===== config.mk =====
export PLATFORM = sky130hd
export DESIGN_NAME = bmpc_top
export DESIGN_NICKNAME = d
export VERILOG_FILES = /design/src/rtl/bmpc_pkg.sv /design/src/rtl/bmpc_period_regs.sv /design/src/rtl/bmpc_count_core.sv /design/src/rtl/bmpc_flag_unit.sv /design/src/rtl/bmpc_top.sv
export SDC_FILE = /design/constraint.sdc
export NUM_CORES = 1
export LEC_CHECK = 0
export BUFFER_PORTS_ARGS = -buffer_cell sky130_fd_sc_hd__buf_2
export CAP_MARGIN = 10
export CORE_UTILIZATION = 25
export CTS_CLUSTER_DIAMETER = 40
export DETAILED_ROUTE_END_ITERATION = 10
export PLACE_DENSITY = 0.53
export RECOVER_POWER = 50
export SLEW_MARGIN = 20
export SYNTH_ARGS = -nofsm -noshare
export SYNTH_HDL_FRONTEND = slang
export SYNTH_SLANG_ARGS = --single-unit

===== constraint.sdc =====
create_clock -name clk -period 4.5 [get_ports clk]
set_clock_uncertainty 0.05 [all_clocks]
set_input_delay 0.675 -clock clk [delete_from_list [all_inputs] [get_ports clk]]
set_output_delay 0.675 -clock clk [all_outputs]
set_load 0.05 [all_outputs]

===== src/rtl/bmpc_pkg.sv =====
package bmpc_pkg;
    typedef enum logic {
        DIR_UP   = 1'b0,
        DIR_DOWN = 1'b1
    } bmpc_dir_e;

    typedef enum logic {
        MODE_UP     = 1'b0,
        MODE_UPDOWN = 1'b1
    } bmpc_mode_e;
endpackage


===== src/rtl/bmpc_period_regs.sv =====
module bmpc_period_regs #(
    parameter int WIDTH      = 16,
    parameter int DEF_PERIOD = 8
) (
    input  logic             clk,
    input  logic             rst,
    input  logic             wr,
    input  logic [WIDTH-1:0] wdata,
    input  logic             load,
    input  logic             freeze,
    output logic [WIDTH-1:0] active
);
    localparam logic [WIDTH-1:0] DEF_VAL = WIDTH'(DEF_PERIOD);

    logic [WIDTH-1:0] buf_q;
    logic [WIDTH-1:0] buf_next;

    always_comb begin
        buf_next = wr ? wdata : buf_q;
    end

    always_ff @(posedge clk) begin
        if (rst) begin
            buf_q  <= DEF_VAL;
            active <= DEF_VAL;
        end else begin
            buf_q <= buf_next;
            if (load && !freeze) begin
                active <= buf_next;
            end
        end
    end
endmodule


===== src/rtl/bmpc_count_core.sv =====
module bmpc_count_core
    import bmpc_pkg::*;
#(
    parameter int WIDTH = 16
) (
    input  logic             clk,
    input  logic             rst,
    input  logic             mode_updown,
    input  logic [WIDTH-1:0] limit,
    output logic [WIDTH-1:0] count,
    output logic             at_one,
    output logic             hit
);
    localparam logic [WIDTH-1:0] ONE = WIDTH'(1);

    bmpc_dir_e        dir_q, dir_n;
    logic [WIDTH-1:0] cnt_n;
    bmpc_mode_e       mode;

    always_comb begin
        mode   = bmpc_mode_e'(mode_updown);
        at_one = (count == ONE);
        hit    = (count == limit);
        dir_n  = dir_q;
        cnt_n  = count;
        if (mode == MODE_UP) begin
            dir_n = DIR_UP;
            cnt_n = (count >= limit) ? ONE : count + ONE;
        end else if (dir_q == DIR_UP) begin
            if (count >= limit && count > ONE) begin
                dir_n = DIR_DOWN;
                cnt_n = count - ONE;
            end else begin
                cnt_n = count + ONE;
            end
        end else begin
            if (count <= ONE) begin
                dir_n = DIR_UP;
                cnt_n = count + ONE;
            end else begin
                cnt_n = count - ONE;
            end
        end
    end

    always_ff @(posedge clk) begin
        if (rst) begin
            count <= ONE;
            dir_q <= DIR_UP;
        end else begin
            count <= cnt_n;
            dir_q <= dir_n;
        end
    end
endmodule


===== src/rtl/bmpc_flag_unit.sv =====
module bmpc_flag_unit (
    input  logic clk,
    input  logic rst,
    input  logic set_ev,
    input  logic clr,
    output logic flag
);
    always_ff @(posedge clk) begin
        if (rst) begin
            flag <= 1'b0;
        end else if (set_ev) begin
            flag <= 1'b1;
        end else if (clr) begin
            flag <= 1'b0;
        end
    end
endmodule


===== src/rtl/bmpc_top.sv =====
module bmpc_top #(
    parameter int WIDTH      = 16,
    parameter int DEF_PERIOD = 8
) (
    input  logic             clk,
    input  logic             rst,
    input  logic             mode_updown,
    input  logic             buf_wr,
    input  logic [WIDTH-1:0] buf_data,
    input  logic             upd_freeze,
    input  logic             flag_clr,
    output logic [WIDTH-1:0] count,
    output logic [WIDTH-1:0] period,
    output logic             reload,
    output logic             match,
    output logic             flag
);
    bmpc_period_regs #(.WIDTH(WIDTH), .DEF_PERIOD(DEF_PERIOD)) u_regs (
        .clk(clk), .rst(rst), .wr(buf_wr), .wdata(buf_data),
        .load(reload), .freeze(upd_freeze), .active(period)
    );

    bmpc_count_core #(.WIDTH(WIDTH)) u_core (
        .clk(clk), .rst(rst), .mode_updown(mode_updown), .limit(period),
        .count(count), .at_one(reload), .hit(match)
    );

    bmpc_flag_unit u_flag (
        .clk(clk), .rst(rst), .set_ev(match), .clr(flag_clr), .flag(flag)
    );
endmodule


==> results of run 1 <==
worst max-delay path: stages, from the launching register on:
cell and delay (ns):
sky130_fd_sc_hd__dfxtp_1 0.58, sky130_fd_sc_hd__ha_1 0.23, sky130_fd_sc_hd__nand4_1 0.13, sky130_fd_sc_hd__or4_1 0.56
sky130_fd_sc_hd__o32a_1 0.55, sky130_fd_sc_hd__a311oi_4 0.67, sky130_fd_sc_hd__mux2i_1 0.34, sky130_fd_sc_hd__mux2i_1 0.21
flip-flops by register name (all words and copies together), names as in the netlist:
| signal | cells |
|---|---|
| u_core.dir_q | 1 |
| u_flag.flag | 1 |
| u_regs.active | 16 |
| u_core.count | 16 |
| u_regs.buf_q | 16 |
area by class of cell:
class                           count  area [µm²]
Clock buffer                        6       128.9
Clock inverter                      2       17.52
Fill cell                        1231        7973
Inverter                           28       105.1
Multi-Input combinational cell    243        1704
Sequential cell                    50        1001
Tap cell                          143       178.9
Timing Repair Buffer               58       261.5
cells in the final DEF, fill, tap and decap left out, types with 4 or more instances in the layout:
cell type,count
sky130_fd_sc_hd__nor3_1,4
sky130_fd_sc_hd__nand3_1,20
sky130_fd_sc_hd__buf_2,29
sky130_fd_sc_hd__a311oi_1,5
sky130_fd_sc_hd__nor4_1,6
sky130_fd_sc_hd__dfxtp_1,50
sky130_fd_sc_hd__inv_1,27
sky130_fd_sc_hd__clkbuf_1,28
sky130_fd_sc_hd__a21oi_1,9
sky130_fd_sc_hd__mux2i_1,30
sky130_fd_sc_hd__a22oi_1,5
sky130_fd_sc_hd__clkbuf_16,5
sky130_fd_sc_hd__nand4_1,7
sky130_fd_sc_hd__nand3b_1,5
sky130_fd_sc_hd__or3_1,5
sky130_fd_sc_hd__nand2_1,16
sky130_fd_sc_hd__ha_1,19
sky130_fd_sc_hd__nor2_1,46
sky130_fd_sc_hd__a211oi_1,16
sky130_fd_sc_hd__and3_1,5
logic make-up after synthesis:
group	count (synthesis)	synth area share
flops	50	0.3444
mux	31	0.1072
fa+ha+maj	19	0.08179
buf+inv	48	0.07318
compound gates	61	0.1644
xor+xnor	4	0.01206
simple gates	128	0.2170
layer usage:
metal | global-route usage | part of all wire | vias up
met2 | 0.2241 | 0.47 | 54
met3 | 0.02490 | 0.051 | 7
met5 | 0 | 0 | -
met4 | 0.02952 | 0.0071 | 0
met1 | 0.1836 | 0.47 | 1241
li1 | - | - | 1322
stage by stage:
| stage | util | hold slack, ns | setup WS, ns |
|---|---|---|---|
| global placement | 0.2883 | 0.4067 | 1.263 |
| detailed placement | 0.2883 | 0.4276 | 1.142 |
| finish | 0.2988 | 0.4391 | 1.105 |
| global route | 0.2988 | 0.4847 | 0.8970 |
| CTS | 0.3012 | 0.4444 | 1.117 |
| floorplan | - | 0.3870 | 1.317 |
path summary, 6_finish.rpt:
kind	cells past startpoint	end	slack, ns	from
worst min register to register	2	u_flag.flag	0.44	u_flag.flag
worst min-delay path	2	u_flag.flag	0.44	u_flag.flag
worst max-delay path	7	u_core.count[12]	1.11	u_core.count[9]
worst max register to register	7	u_core.count[12]	1.11	u_core.count[9]
power groups by stage:
| stage | combinational [µW] | sequential (µW) | clock [µW] |
|---|---|---|---|
| floorplan | 593 | 840 | 0 |
| global placement | 1010 | 636 | 0 |
| detailed placement | 1020 | 637 | 0 |
| CTS | 1030 | 627 | 394 |
| global route | 1120 | 644 | 412 |
| finish | 1020 | 628 | 384 |
==> results by group, run 1 <==
Synth
  – Syn Area/Cell: 8.524 µm²
  – Part of the Yosys area used for sequential elements: 0.3444
  – Post-Syn Nets: about 380
  – Largest area contributor in the synthesized netlist: sky130_fd_sc_hd__dfxtp_1
  – Most numerous cell in the Yosys netlist: sky130_fd_sc_hd__dfxtp_1
  – Number of storage elements in the synthesis netlist: 50
  – List of most frequent post-synthesis cells: sky130_fd_sc_hd__dfxtp_1, sky130_fd_sc_hd__nor2_1, sky130_fd_sc_hd__mux2i_1
  – Top-area cell type share of the netlist area: 0.3444
  – Most area-consuming cells after synthesis: sky130_fd_sc_hd__dfxtp_1, sky130_fd_sc_hd__mux2i_1, sky130_fd_sc_hd__ha_1
  – Number of distinct standard cells referenced by the synthesized netlist: 52
  – Cell area after technology mapping: between 2000 and 3000 µm²
  – Primary FF master, synth: sky130_fd_sc_hd__dfxtp_1
  – Gate count after technology mapping: ~340
  – Count of yosys warnings during synthesis: 0
  – Post-synth EDFFs: 0
  – Async set-reset flop share out of synthesis: 0

Cells and area
  – Total number of nets in the final design: 427
  – Final antenna diode count: 0
  – Fin area: 3397 µm²
  – Area growth syn-to-layout: 16.87%
  – Fraction of final layout cells with drive strength greater than 1: 0.1292
  – Final cell count without fillers: 530

Placement
  – Half-perimeter wire length of the detailed placement result: 6.015 mm
  – Port-buffer cells: 56
  – Routability-driven placement congestion ratio: a little over 0.8
  – Total instance count after detailed placement: ~520
  – Placement Cell Area: 3278 µm²

Setup path
  – Startpoint kind of the worst setup timing path: register
  – Critical path fanouts, max: 13
  – CP Class: register to register
  – CP Data Arrival Time: 3.56 ns
  – Element type at the critical path end: register
  – CP Data Required Time: 4.67 ns

Floorplanning
  – Core Footprint: 11370 µm²
  – Die Y-Extent: 109.8 µm
  – Initial core utilization: 0.2556
  – Die Footprint: 12060 µm²
  – Die X-Extent: ~110 µm
  – Number of rows created at floorplan: 39
  – Ports: 57

Clocking
  – TritonCTS clock tree: yes
  – Post CTS Setup Buffer Count: 0
  – Root cell of the clock tree: sky130_fd_sc_hd__clkbuf_16
  – Number of clock sinks seen by CTS: 50
  – Number of H-tree levels: 2
  – Cts-stage hold buffer count: 0
  – Post-cts gate resize count: 0
  – Clock Latency Late Sink: just under 0.3 ns
  – Clock tree buffer depth: 2
  – Number of buffers inserted during clock tree synthesis: 5
  – Clock-pin slew reported for the worst setup and hold paths after clock tree synthesis: approximately 0.070 ns

Global route
  – Largest net degree at the start of global routing: 38
  – Vias in the first global route: between 2000 and 3000
  – Antenna violations before repair: 0
  – Wire length of the first global-routing pass: 12.99 mm
  – GRT Residual Overflow: 0
  – Global Route Usage Sum: 0.1361

Power
  – Switching Power: approximately 1000 µW
  – Peak supply drop: between 0.3 and 0.4 mV
  – Total leakage power: 0.001366 µW
  – Power density of the placed cells: 597.1 nW/µm²
  – Internal power of the cells: 1031 µW
  – Combinational share of power: 0.501
  – Overall power after layout: 2028 µW
  – Net Sw Frac: 0.4915
  – Clock Power Share: 0.189
  – Sequential Power Share: 0.310

Detailed routing
  – DR WL/cell: about 15 µm
  – Post-detailed-routing wire length: roughly 7.8 mm
  – Number of DRC markers after the initial detailed-route iteration: around 180
  – DRT antenna net count: 0
  – TritonRoute pass-1 iters: 4
  – DR vias: 2624
  – Residual DRC: 0
  – Via count normalized by instance count: 4.951

Timing
  – Final Cycle Share: 0.7544
  – Minimum period implied by the final worst setup slack: 3.395 ns
  – Highest clock rate: 294.6 MHz
  – Count of final max-slew check failures: 0
  – Unrepaired setup endpoints after global routing: no
  – Actual slew at the worst max-slew pin: ~1.2 ns
  – Final setup fails: 0
  – Headroom to the max-slew limit: 0.2106
  – Final Hold Viols: 0
  – Final sum of negative setup slack: 0 ns

Worst hold path
  – Tightest Hold Check Type: register to register

Flow run
  – Maximum capacitance violations: 0

Outcome
  – Run status: completed
(Power assumes the default switching activity.)
==> run 2: changes to the inputs <==
clock period = 3.4 ns   (was 4.5 ns; I/O delays follow)
==> results by group, run 2 (same netlist as run 1, synthesis figures left out) <==
Outcome
  – Run status: completed

Power
  – Net Sw Frac: 0.4887 (-0.002883)
  – Total leakage power: 0.001460 µW (+6.9%)
  – Internal power of the cells: 1404 µW (+36%)
  – Switching Power: 1342 µW (+35%)
  – Peak supply drop: 0.3761 mV (+21%)
  – Sequential Power Share: 0.293 (-0.017)
  – Combinational share of power: 0.516 (+0.015)
  – Clock Power Share: 0.190 (about the same)
  – Power density of the placed cells: 776.7 nW/µm² (+30%)

Timing
  – Count of final max-slew check failures: 0 (unchanged)
  – Final setup margin: 0.2997 ns (-0.8055 ns)
  – Highest clock rate: 322.6 MHz (+9.5%)
  – Headroom to the max-slew limit: 0.2049 (-0.005764)
  – Final setup fails: 0 (unchanged)
  – Minimum period implied by the final worst setup slack: 3.100 ns (-0.2945 ns)
  – Final Cycle Share: 0.9118 (+0.1574)
  – Final Hold Viols: 0 (unchanged)
  – Actual slew at the worst max-slew pin: 1.193 ns (+0.008646 ns)
  – Unrepaired setup endpoints after global routing: no
  – Final sum of negative setup slack: 0 ns (unchanged)

Detailed routing
  – Number of DRC markers after the initial detailed-route iteration: 111 (-37%)
  – DRT antenna net count: 0 (unchanged)
  – Post-detailed-routing wire length: 7.986 mm (+1.9%)
  – DR WL/cell: 14.57 µm (-1.5%)
  – Residual DRC: 0 (unchanged)
  – Via count normalized by instance count: 4.880 (-1.4%)
  – DR vias: 2674 (+1.9%)
  – TritonRoute pass-1 iters: 4 (unchanged)

Setup path
  – CP Data Arrival Time: 3.27 ns (-0.29 ns)
  – Critical path fanouts, max: 9 (-4)
  – CP Data Required Time: 3.57 ns (-1.10 ns)
  – Crit Reg-Reg Startpoint: u_regs.active[15]
  – CP cell instances: inv_1, ha_1, nand4_1, or4_1, o32a_1, buf_4, a311oi_4, buf_12, mux2i_1, mux2i_1
  – Capture point of the worst reg-to-reg path: u_core.count[12]
  – Instance count on the critical path: 10 (+3)
  – CP Class: register to register
  – Startpoint kind of the worst setup timing path: register
  – Crit path buf inv count: 3 (+3)
  – Slowest Stage Delay on Critical Path: 0.57 ns (-0.10 ns)
  – Most prevalent standard cell on the critical path: sky130_fd_sc_hd__mux2i_1
  – Element type at the critical path end: register
  – Internal reg-to-reg setup slack: 0.30 ns (-0.81 ns)
  – Slowest CP cell: sky130_fd_sc_hd__or4_1
  – Depth of the worst register-to-register path: 10 (+3)
  – Kind of cell adding the most delay to the critical path: compound AO/OA/AOI/OAI gates

Cells and area
  – Storage element area: 1001 µm² (unchanged)
  – Fraction of final layout cells with drive strength greater than 1: 0.1658 (+0.03664)
  – Total number of nets in the final design: 444 (+4.0%)
  – Area taken by multi-input logic gates: 1698 µm² (-0.37%)
  – Fin area: 3535 µm² (+4.1%)
  – Largest registers: u_core.count x16, u_regs.active x16, u_regs.buf_q x16
  – Most common library cell in the layout ignoring fill and taps: sky130_fd_sc_hd__dfxtp_1
  – Area growth syn-to-layout: 21.61%
  – Highest-count cells in the layout ignoring fill and taps: sky130_fd_sc_hd__dfxtp_1, sky130_fd_sc_hd__nor2_1, sky130_fd_sc_hd__mux2i_1
  – Fill cell count: 1225 (-0.49%)

Floorplanning
  – Core Footprint: 11370 µm² (unchanged)
  – Die X-Extent: 109.8 µm (unchanged)
  – Die Y-Extent: 109.8 µm (unchanged)
  – Number of rows created at floorplan: 39 (unchanged)
  – Ports: 57 (unchanged)
  – Die Footprint: 12060 µm² (unchanged)
  – Initial core utilization: 0.2556 (unchanged)

Worst hold path
  – Count of cells along the worst hold path: 3 (+1)
  – Worst-case hold path end point: u_regs.buf_q[3]
  – Tightest Hold Check Type: primary input to register
  – Launch point of the worst hold path: buf_data[3]

Global route
  – Largest net degree at the start of global routing: 37 (-2.6%)
  – Wire length of the first global-routing pass: 12.96 mm (-0.21%)
  – GRT Residual Overflow: 0 (unchanged)
  – Antenna violations before repair: 1 (+1)
  – Vias in the first global route: 2559 (+0.31%)
  – Global Route Usage Sum: 0.1394 (+0.003342)

Placement
  – Placement Cell Area: 3398 µm² (+3.7%)
  – Port-buffer cells: 56 (unchanged)
  – Worst slack, placed: 0.04602 ns (-1.096 ns)
  – Half-perimeter wire length of the detailed placement result: 6.026 mm (+0.19%)
  – Routability-driven placement congestion ratio: 0.8342 (+3.1%)

Clocking
  – Root cell of the clock tree: sky130_fd_sc_hd__clkbuf_16
  – Number of buffers inserted during clock tree synthesis: 5 (unchanged)
  – Post-cts gate resize count: 0 (unchanged)
  – TritonCTS clock tree: yes
  – Clock Latency Late Sink: 0.29 ns (about the same)
  – Clock-pin slew reported for the worst setup and hold paths after clock tree synthesis: 0.07 ns (about the same)
  – Number of H-tree levels: 2 (unchanged)
  – Number of clock sinks seen by CTS: 50 (unchanged)
  – Clock tree buffer depth: 2 (unchanged)

Flow run
  – Maximum capacitance violations: 0 (unchanged)
==> run 2: cell count changes in the layout (fill, tap and decap cells not counted), sizes merged <==
cell,previous run,this run
inv,28,29
clkbuf,33,32
buf,31,48
diode,0,1
==> run 2: power by group through the flow <==
stage	Sequential (µW)	Combinational, µW	Clock, µW
finish	805	1420	523
global route	825	1560	565
CTS	803	1430	535
detailed placement	817	1430	0
global placement	814	1420	0
floorplan	1110	785	0
==> run 2: timing repair <==
action | 4_1_cts | 5_1_grt
setup buffers | 0 | 1
setup endpoints to repair | 0 | 7
hold buffers | 0 | 0
==> run 2: stage by stage <==
| stage | power (µW) | hold slack (ns) | utilization | instances |
|---|---|---|---|---|
| finish | 2746 | 0.4069 | 0.3109 | 548 |
| global route | 2954 | 0.4385 | 0.3107 | 547 |
| CTS | 2772 | 0.4043 | 0.3119 | 546 |
| detailed placement | 2244 | 0.4117 | 0.2989 | 538 |
| global placement | 2234 | 0.4090 | 0.2989 | 538 |
| floorplan | 1896 | 0.3870 | - | 341 |
==> run 2: worst max path at each step <==
stage,start,to,slack (ns)
5_1_grt,u_regs.active[15],u_core.count[4],0.14
3_3_place_gp,u_regs.active[15],u_core.count[11],0.13
3_5_place_dp,u_regs.active[15],u_core.count[12],0.05
6_report,u_regs.active[15],u_core.count[12],0.30
4_1_cts,u_regs.active[15],u_core.count[12],0.03
2_1_floorplan,u_regs.active[13],u_core.count[13],0.22
==> run 2: area by class of cell <==
cell class | count | area share
Inverter | 28 | 0.02973
Tap cell | 143 | 0.05062
Clock buffer | 5 | 0.03540
Multi-Input combinational cell | 243 | 0.4804
Antenna cell | 1 | 0.0007080
Timing Repair Buffer | 75 | 0.1136
Sequential cell | 50 | 0.2832
Clock inverter | 3 | 0.006372
==> run 2: worst min-delay path, cell delays in order <==
cell and delay, ns:
sky130_fd_sc_hd__buf_2 0.07, sky130_fd_sc_hd__mux2i_1 0.07, sky130_fd_sc_hd__nand2_1 0.06
==> run 2: routing by layer <==
metal / part of all wire / GRT usage / wire length, µm / up-vias
li1: - / - / - / 1354
met1: 0.49 / 0.1856 / 3912 / 1252
met2: 0.44 / 0.2232 / 3552 / 66
met3: 0.061 / 0.03557 / 486 / 2
met4: 0.0044 / 0.03429 / 35 / 0
met5: 0 / 0 / 0 / -
==> run 3: changes to the inputs <==
PLACE_DENSITY = default   (was 0.53)
PLACE_DENSITY_LB_ADDON = 0.12   (was default)
==> results by group, run 3 (same netlist as run 1, synthesis figures left out) <==
Clocking
  – Clock-pin slew reported for the worst setup and hold paths after clock tree synthesis: 0.07 ns (about the same)
  – Number of H-tree levels: 2 (unchanged)
  – Clock tree buffer depth: 2 (unchanged)
  – Number of buffers inserted during clock tree synthesis: 5 (unchanged)
  – TritonCTS clock tree: yes
  – Post-cts gate resize count: 0 (unchanged)
  – Root cell of the clock tree: sky130_fd_sc_hd__clkbuf_16
  – Number of clock sinks seen by CTS: 50 (unchanged)
  – Cts-stage hold buffer count: 0 (unchanged)
  – Clock Latency Late Sink: 0.29 ns (about the same)

Floorplanning
  – Core Footprint: 11370 µm² (unchanged)
  – Die X-Extent: 109.8 µm (unchanged)
  – Initial core utilization: 0.2556 (unchanged)
  – Die Y-Extent: 109.8 µm (unchanged)
  – Number of rows created at floorplan: 39 (unchanged)
  – Die Footprint: 12060 µm² (unchanged)
  – Ports: 57 (unchanged)

Setup path
  – Slowest Stage Delay on Critical Path: 0.57 ns (about the same)
  – CP cell instances: inv_1, ha_1, nand4_1, or4_1, o32a_1, buf_4, a311oi_4, buf_4, mux2i_1, mux2i_1
  – Kind of cell adding the most delay to the critical path: simple AND/OR/NAND/NOR gates
  – Element type at the critical path end: register
  – Startpoint kind of the worst setup timing path: register
  – Critical path fanouts, max: 10 (+1)
  – CP Data Arrival Time: 3.19 ns (-0.08 ns)
  – Instance count on the critical path: 10 (unchanged)
  – CP Class: register to register
  – CP Data Required Time: 3.57 ns (about the same)
  – Depth of the worst register-to-register path: 10 (unchanged)
  – Crit path buf inv count: 3 (unchanged)
  – Slowest CP cell: sky130_fd_sc_hd__or4_1

Global route
  – Antenna violations before repair: 0 (-1)
  – Vias in the first global route: 2545 (-0.55%)
  – Largest net degree at the start of global routing: 37 (unchanged)
  – GRT Residual Overflow: 0 (unchanged)
  – Global Route Usage Sum: 0.1485 (+0.009045)
  – Wire length of the first global-routing pass: 13.63 mm (+5.2%)

Cells and area
  – Area growth syn-to-layout: 23.16%
  – Fraction of final layout cells with drive strength greater than 1: 0.1740 (+0.008178)
  – Storage element area: 1001 µm² (unchanged)
  – Highest-count cells in the layout ignoring fill and taps: sky130_fd_sc_hd__dfxtp_1, sky130_fd_sc_hd__nor2_1, sky130_fd_sc_hd__mux2i_1
  – Total number of nets in the final design: 448 (+0.90%)
  – Area taken by multi-input logic gates: 1698 µm² (unchanged)
  – Largest registers: u_core.count x16, u_regs.active x16, u_regs.buf_q x16
  – Final cell utilization of the core: 0.3148 (+0.003961)
  – Most common library cell in the layout ignoring fill and taps: sky130_fd_sc_hd__dfxtp_1
  – Fill cell count: 1206 (-1.6%)
  – Final antenna diode count: 0 (-1)

Detailed routing
  – DR vias: 2628 (-1.7%)
  – Via count normalized by instance count: 4.770 (-2.3%)
  – Post-detailed-routing wire length: 8.431 mm (+5.6%)
  – DRT antenna net count: 0 (unchanged)
  – Number of DRC markers after the initial detailed-route iteration: 107 (-3.6%)
  – Residual DRC: 0 (unchanged)
  – TritonRoute pass-1 iters: 4 (unchanged)
  – DR WL/cell: 15.30 µm (+5.0%)

Flow run
  – Maximum capacitance violations: 0 (unchanged)

Placement
  – Port-buffer cells: 56 (unchanged)
  – Routability-driven placement congestion ratio: 0.8072 (-3.2%)
  – Half-perimeter wire length of the detailed placement result: 6.412 mm (+6.4%)

Timing
  – Headroom to the max-slew limit: 0.2006 (-0.004298)
  – Final Cycle Share: 0.8876 (-0.02422)
  – Unrepaired setup endpoints after global routing: no
  – Final sum of negative setup slack: 0 ns (unchanged)
  – Final Hold Viols: 0 (unchanged)
  – Final setup fails: 0 (unchanged)
  – Highest clock rate: 331.4 MHz (+2.7%)
  – Count of final max-slew check failures: 0 (unchanged)
  – Worst slack on hold paths: 0.4093 ns (+0.002410 ns)
  – Minimum period implied by the final worst setup slack: 3.018 ns (-0.08236 ns)
  – Actual slew at the worst max-slew pin: 1.199 ns (+0.006447 ns)

Worst hold path
  – Count of cells along the worst hold path: 3 (unchanged)
  – Tightest Hold Check Type: primary input to register

Power
  – Peak supply drop: 0.3394 mV (-9.8%)
  – Switching Power: 1354 µW (+0.90%)
  – Internal power of the cells: 1524 µW (+8.6%)
  – Sequential Power Share: 0.281 (-0.012)
  – Combinational share of power: 0.505 (-0.011)
  – Clock Power Share: 0.213 (+0.023)
  – Total leakage power: 0.001488 µW (+1.9%)
  – Net Sw Frac: 0.4704 (-0.01827)
  – Power density of the placed cells: 803.9 nW/µm² (+3.5%)

Outcome
  – Run status: completed
run 3: layout make-up:
class	instances	share of cell area
Timing Repair Buffer	79	0.1171
Multi-Input combinational cell	243	0.4743
Clock buffer	6	0.03880
Sequential cell	50	0.2796
Inverter	28	0.02936
Tap cell	143	0.04998
Clock inverter	2	0.01084
run 3: what timing repair did:
| action | CTS | global route |
|---|---|---|
| buffers inserted | 0 | 2 |
| hold endpoints to repair | 0 | 0 |
| endpoints found under the setup margin | 0 | 7 |
run 3: metal layers:
layer | track usage | vias to the layer above | routed length [µm]
met3 | 0.02608 | 5 | 459
li1 | - | 1360 | -
met4 | 0.02667 | 0 | 51
met5 | 0 | - | 0
met1 | 0.2085 | 1202 | 4219
met2 | 0.2379 | 61 | 3700
run 3: worst min-delay path, delay by kind of cell:
family | cells | cell delay (ns)
buffers and inverters | 1 | 0.08
multiplexers | 1 | 0.07
AND/OR/NAND/NOR | 1 | 0.06
run 3: path summary, 6_finish.rpt:
check | slack, ns | end | from
worst min-delay path | 0.41 | u_regs.buf_q[3] | buf_data[3]
worst min register to register | 0.43 | u_regs.buf_q[3] | u_regs.buf_q[3]
worst max-delay path | 0.38 | u_core.count[6] | u_regs.active[15]
worst max register to register | 0.38 | u_core.count[6] | u_regs.active[15]
run 3: stage by stage:
| stage | setup WS, ns | cell area, µm² | power, µW | std cells |
|---|---|---|---|---|
| after global placement | 0.1792 | 3421 | 2294 | 541 |
| after floorplan | 0.2172 | 2907 | 1896 | 341 |
| after CTS | 0.1004 | 3598 | 2926 | 549 |
| final | 0.3821 | 3580 | 2878 | 551 |
| after global routing | 0.1589 | 3580 | 3087 | 551 |
| after detailed placement | 0.1125 | 3421 | 2300 | 541 |
run 3: power by group through the flow:
stage          registers (µW)  clock network (µW)  logic [µW]
6_report                  810                 614        1450
5_1_grt                   832                 661        1590
4_1_cts                   812                 635        1480
3_5_place_dp              825                   0        1480
2_1_floorplan            1110                   0         785
3_3_place_gp              824                   0        1470
